<file path="src/rtl/cfg_guard_pkg.sv">
package cfg_guard_pkg;
   localparam int OP_W = 3;

   typedef enum logic [OP_W-1:0] {
      OP_NOP     = 3'd0,
      OP_PROG    = 3'd1,
      OP_READ    = 3'd2,
      OP_PRELOAD = 3'd3,
      OP_SECURE  = 3'd4,
      OP_ERASE   = 3'd5
   } guard_op_e;
endpackage

</file>
<file path="src/rtl/cfg_guard_decode.sv">
module cfg_guard_decode
   import cfg_guard_pkg::*;
(
   input  logic            cmd_valid,
   input  logic [OP_W-1:0] cmd_op,
   input  logic            busy,
   input  logic            secured,
   output logic            do_prog,
   output logic            do_read,
   output logic            do_preload,
   output logic            do_secure,
   output logic            do_erase,
   output logic            do_reject
);
   always_comb begin
      do_prog    = 1'b0;
      do_read    = 1'b0;
      do_preload = 1'b0;
      do_secure  = 1'b0;
      do_erase   = 1'b0;
      do_reject  = 1'b0;
      if (cmd_valid) begin
         if (busy) begin
            do_reject = 1'b1;
         end else begin
            case (cmd_op)
               OP_NOP:     ;
               OP_PROG:    do_prog    = 1'b1;
               OP_READ:    do_read    = 1'b1;
               OP_PRELOAD: do_preload = !secured;  // silently dropped when secured
               OP_SECURE:  do_secure  = 1'b1;
               OP_ERASE:   do_erase   = 1'b1;
               default:    do_reject  = 1'b1;
            endcase
         end
      end
   end
endmodule

</file>
<file path="src/rtl/cfg_guard_store.sv">
module cfg_guard_store #(
   parameter int WORD_W = 8,
   parameter int DEPTH  = 16,
   parameter int ADDR_W = 4
) (
   input  logic              clk,
   input  logic              rst_n,
   input  logic              do_prog,
   input  logic              do_read,
   input  logic              do_secure,
   input  logic              do_erase,
   input  logic [ADDR_W-1:0] addr,
   input  logic [WORD_W-1:0] wdata,
   output logic              busy,
   output logic              secured,
   output logic              rd_valid,
   output logic [WORD_W-1:0] rd_data
);
   localparam logic [ADDR_W-1:0] LAST_WORD = ADDR_W'(DEPTH - 1);
   localparam logic [WORD_W-1:0] BLANK     = {WORD_W{1'b1}};

   logic [WORD_W-1:0] cells [DEPTH];
   logic [ADDR_W-1:0] wipe_ptr;

   always_ff @(posedge clk or negedge rst_n) begin
      if (!rst_n) begin
         for (int w = 0; w < DEPTH; w++) cells[w] <= BLANK;
         busy     <= 1'b0;
         secured  <= 1'b0;
         wipe_ptr <= '0;
         rd_valid <= 1'b0;
         rd_data  <= BLANK;
      end else begin
         rd_valid <= do_read;
         if (do_read) rd_data <= secured ? BLANK : cells[addr];
         if (do_prog) cells[addr] <= wdata;
         if (do_secure) secured <= 1'b1;
         if (do_erase) begin
            busy     <= 1'b1;
            wipe_ptr <= '0;
         end else if (busy) begin
            cells[wipe_ptr] <= BLANK;
            if (wipe_ptr == LAST_WORD) begin
               busy    <= 1'b0;
               secured <= 1'b0;
            end else begin
               wipe_ptr <= wipe_ptr + 1'b1;
            end
         end
      end
   end
endmodule

</file>
<file path="src/rtl/cfg_guard_outregs.sv">
module cfg_guard_outregs #(
   parameter int NREG = 8
) (
   input  logic            clk,
   input  logic            rst_n,
   input  logic            load_pins,
   input  logic            sync_preset,
   input  logic [NREG-1:0] pin_in,
   input  logic [NREG-1:0] reg_d,
   output logic [NREG-1:0] reg_q
);
   for (genvar i = 0; i < NREG; i++) begin : g_cell
      logic cell_q;
      always_ff @(posedge clk or negedge rst_n) begin
         if (!rst_n)           cell_q <= 1'b0;
         else if (load_pins)   cell_q <= pin_in[i];
         else if (sync_preset) cell_q <= 1'b1;
         else                  cell_q <= reg_d[i];
      end
      assign reg_q[i] = cell_q;
   end
endmodule

</file>
<file path="src/rtl/cfg_guard_ctrl.sv">
module cfg_guard_ctrl
   import cfg_guard_pkg::*;
#(
   parameter int  NREG   = 8,
   parameter int  WORD_W = 8,
   parameter int  DEPTH  = 16,
   localparam int ADDR_W = $clog2(DEPTH)
) (
   input  logic              clk,
   input  logic              rst_n,
   input  logic              cmd_valid,
   input  logic [OP_W-1:0]   cmd_op,
   input  logic [ADDR_W-1:0] cmd_addr,
   input  logic [WORD_W-1:0] cmd_wdata,
   input  logic [NREG-1:0]   pin_in,
   input  logic [NREG-1:0]   reg_d,
   input  logic              sync_preset,
   output logic [NREG-1:0]   reg_q,
   output logic              rd_valid,
   output logic [WORD_W-1:0] rd_data,
   output logic              busy,
   output logic              secured,
   output logic              cmd_reject
);
   if (DEPTH < 2 || (1 << ADDR_W) != DEPTH) begin : g_bad_depth
      $error("cfg_guard_ctrl: DEPTH must be a power of two, at least 2");
   end
   if (NREG < 1 || WORD_W < 1) begin : g_bad_width
      $error("cfg_guard_ctrl: NREG and WORD_W must be positive");
   end

   logic do_prog, do_read, do_preload, do_secure, do_erase, do_reject;

   cfg_guard_decode u_decode (
      .cmd_valid (cmd_valid),
      .cmd_op    (cmd_op),
      .busy      (busy),
      .secured   (secured),
      .do_prog   (do_prog),
      .do_read   (do_read),
      .do_preload(do_preload),
      .do_secure (do_secure),
      .do_erase  (do_erase),
      .do_reject (do_reject)
   );

   cfg_guard_store #(.WORD_W(WORD_W), .DEPTH(DEPTH), .ADDR_W(ADDR_W)) u_store (
      .clk      (clk),
      .rst_n    (rst_n),
      .do_prog  (do_prog),
      .do_read  (do_read),
      .do_secure(do_secure),
      .do_erase (do_erase),
      .addr     (cmd_addr),
      .wdata    (cmd_wdata),
      .busy     (busy),
      .secured  (secured),
      .rd_valid (rd_valid),
      .rd_data  (rd_data)
   );

   cfg_guard_outregs #(.NREG(NREG)) u_outregs (
      .clk        (clk),
      .rst_n      (rst_n),
      .load_pins  (do_preload),
      .sync_preset(sync_preset),
      .pin_in     (pin_in),
      .reg_d      (reg_d),
      .reg_q      (reg_q)
   );

   always_ff @(posedge clk or negedge rst_n) begin
      if (!rst_n) cmd_reject <= 1'b0;
      else        cmd_reject <= do_reject;
   end
endmodule

</file>
<file path="config.mk">
export PLATFORM = sky130hd
export DESIGN_NAME = cfg_guard_ctrl
export DESIGN_NICKNAME = d
export VERILOG_FILES = /design/src/rtl/cfg_guard_pkg.sv /design/src/rtl/cfg_guard_decode.sv /design/src/rtl/cfg_guard_store.sv /design/src/rtl/cfg_guard_outregs.sv /design/src/rtl/cfg_guard_ctrl.sv
export SDC_FILE = /design/constraint.sdc
export NUM_CORES = 1
export LEC_CHECK = 0
export BUFFER_PORTS_ARGS = -buffer_cell sky130_fd_sc_hd__buf_2
export CAP_MARGIN = 10
export CORE_MARGIN = 2
export CORE_UTILIZATION = 55
export CTS_CLUSTER_SIZE = 16
export DETAILED_ROUTE_END_ITERATION = 16
export PLACE_DENSITY_LB_ADDON = 0.05
export SETUP_SLACK_MARGIN = 0.2
export SKIP_CTS_REPAIR_TIMING = 1
export SYNTH_ARGS = -nofsm -noshare
export SYNTH_HDL_FRONTEND = slang
export SYNTH_SLANG_ARGS = --single-unit
</file>
<file path="constraint.sdc">
create_clock -name clk -period 1.82 [get_ports clk]
set_input_delay 0.091 -clock clk [delete_from_list [all_inputs] [get_ports clk]]
set_output_delay 0.091 -clock clk [all_outputs]
set_load 0.02 [all_outputs]
</file>
==> impl_metrics.csv <==
group,metric,value,unit
critical_path,cp_cell_sequence,"nand4bb_1 -> or3_4 -> nor3_2 -> a31oi_1",
clock_tree,htreeDepth,4,
critical_path,rrSetupSlack,0.1,ns
finish,syn_to_final_growth,18.2,%
yosys,synthArstFlopShare,1.00,
placed_design,pre_cts_ws,-0.00758,ns
yosys,synth.most_common_cell,"mux2i_1",
placed_design,hpwl,13.4,mm
sta,rsz0062_at_grt,"true",
detailed_routing,viasPerCell,5.85,
die,io_pins,55,
sta,skew,0.00705,ns
yosys,synth.distinct_cells,41,
finish,final_util,0.665,
clock_tree,tritoncts,"done",
yosys,ys_warn_count,0,
detailed_routing,wl_met2,10.2,mm
detailed_routing,routed_wl,20.5,mm
critical_path,end_kind,"register",
yosys,ys_ff_latch,152,
power_and_ir_drop,p_leak,4.48,nW
yosys,synthesis.area,7770,sq um
sta,min_period_over_period,0.946,
yosys,syn_area_per_cell,11.1,sq um
placed_design,place_congestion,0.857,
yosys,yosys-top-cells-area,"dfstp_2, mux2i_1, nand2_1",
die,start_util,0.562,
outcome,violations,"negative hold slack",
detailed_routing,drt-pass1-iter-count,4,
global_routing,grt_overflow,0,
clock_tree,cts_made_buffers,17,
yosys,synthesis.nets,738,
yosys,yosys_most_used_dff,"dfstp_2",
yosys,netlist.area_leader.share,0.460,
finish,layout-drive-gt1-share,0.368,
die,dieArea,15100,sq um
critical_path,cp_slowest_cell,"or3_4",
detailed_routing,met3_wirelength,770,um
yosys,synth_edf_count,0,
power_and_ir_drop,max-vdd-ir-drop,0.693,mV
global_routing,antenna_found_initial,0,
die,coreArea,13800,sq um
placed_design,port-buffer-count,54,
yosys,synth_common_cells,"mux2i_1, nand2_1, dfstp_2",
global_routing,grt_pass1_wl,31.6,mm
critical_path,cp_max_fo,8,
sta,tightest_slew,0.704,ns
clock_tree,clockBufferDepth,2,
min_path,hold_class,"in2reg",
critical_path,slowest_delay,0.53,ns
global_routing,grt_max_degree,54,
yosys,synth_top_area_cell,"dfstp_2",
sta,drv_slew,0,
power_and_ir_drop,power,10.3,mW
clock_tree,insertion_delay,0.43,ns
clock_tree,cts_sinks,152,
finish,finalNetCount,805,
detailed_routing,vias,5606,
sta,fmax,0.581,GHz
outcome,outcome,"complete, but fails checks",
detailed_routing,drcViolationCount,0,
detailed_routing,wirelength_met1,8.93,mm
detailed_routing,routedWlPerCell,21.3,um
yosys,seq_area_frac_synth,0.511,
critical_path,cp.arrival,2.06,ns
job,maxCapViolCount,0,
sta,setup_violations,0,
critical_path,crit_type,"reg2reg",
global_routing,grt_pass1_vias,5661,
detailed_routing,ant_nets,0,
critical_path,cp.required,2.16,ns
sta,hold_slack,-0.0352,ns
die,num_rows,43,
clock_tree,path_clk_slew,0.06,ns
clock_tree,cts_root_buf,"clkbuf_16",
sta,hold_viol,2,
die,fp.dieH,123,um
finish,diodes,0,
die,die_w,123,um
global_routing,grt_use_total,0.284,
power_and_ir_drop,p_per_area,1120,nW/um^2
sta,setup_total_negative_slack,0,ns
sta,finalWorstSetupSlack,0.0989,ns
detailed_routing,top_layer_used,"met4",
sta,relSlewSlack,0.531,
finish,fillers,1053,
critical_path,cp-start-kind,"register",
sta,layout_min_cycle_time,1.72,ns
yosys,synthCells,699,
detailed_routing,drt-initial-drc-count,404,
==> final timing paths <==
check | start | endpoint | depth (start not counted)
setup reg to reg | u_store.busy | u_store.rd_data[2] | 4
max in group asynchronous | rst_n | u_store.cells[29] | 3
min in group asynchronous | rst_n | u_store.wipe_ptr[2] | 2
hold reg to reg | u_store.rd_data[0] | u_store.rd_data[0] | 2
setup / recovery | u_store.busy | u_store.rd_data[2] | 4
hold / removal | reg_d[4] | u_outregs.g_cell[4].cell_q | 3
==> stage by stage <==
step           cells  instance area [sq um]
3_3_place_gp     907                   8270
2_1_floorplan    699                   7830
4_1_cts          938                   8860
3_5_place_dp     907                   8270
5_1_grt          958                   9190
6_report         958                   9190
==> power breakdown <==
part / internal (mW) / leakage [nW] / switching [mW]
Clock: 2.22 / 0.287 / 1.36
Combinational: 0.787 / 2.59 / 1.30
Sequential: 4.21 / 1.61 / 0.381
Total: 7.22 / 4.48 / 3.04
==> placed cells by master (no fill, tap or decap), drive strengths merged, types with 4 or more instances in the layout <==
cell type    Yosys  final
a21oi           10     10
a31oi            6      6
buf             29     82
clkbuf          21     23
clkinv           0      4
dfrtp           16     16
dfstp          136    136
dlygate4sd3      0     16
ha               4      4
mux2             8      8
mux2i          176    176
mux4             5      5
nand2          155    155
nand2b           9      9
nand3            7      7
nand4           10     10
nand4b           9      9
nor2            30     30
nor3             9      9
o21ai            9      9
o22ai           20     20
==> cell families after synthesis <==
group	count (synthesis)	synth area share
AOI/OAI and AO/OA	48	0.0364
and+or+nand+nor	252	0.158
muxes	189	0.253
buffers and inverters	53	0.0340
xor gates and xnor gates	1	0.00113
DFF	152	0.511
adders and majority gates	4	0.00644
==> layer usage <==
layer,track usage,vias to the layer above
li1,-,2565
met1,0.375,2864
met2,0.467,136
met3,0.0507,41
met4,0.114,0
met5,0,-
==> critical path: cells and delay by family (launching register included) <==
kind,cells,cell delay (ns)
simple gates,3,1.08
flops,1,0.43
compound gates,1,0.12
==> layout make-up <==
| type | count | area, sq um | share of cell area |
|---|---|---|---|
| Sequential cell | 152 | 3980 | 0.432 |
| Tap cell | 180 | 225 | 0.0245 |
| Timing Repair Buffer | 98 | 727 | 0.0791 |
| Clock inverter | 8 | 121 | 0.0132 |
| Clock buffer | 23 | 468 | 0.0509 |
| Multi-Input combinational cell | 494 | 3660 | 0.399 |
| Inverter | 3 | 11.3 | 0.00123 |
==> registers in the layout, summed over array words and instances, names as in the netlist <==
register / flops
u_store.cells: 128
u_outregs.g_cell.cell_q: 8
u_store.rd_data: 8
u_store.wipe_ptr: 4
cmd_reject: 1
u_store.busy: 1
u_store.rd_valid: 1
u_store.secured: 1
Power figures use the tool's default switching activity.
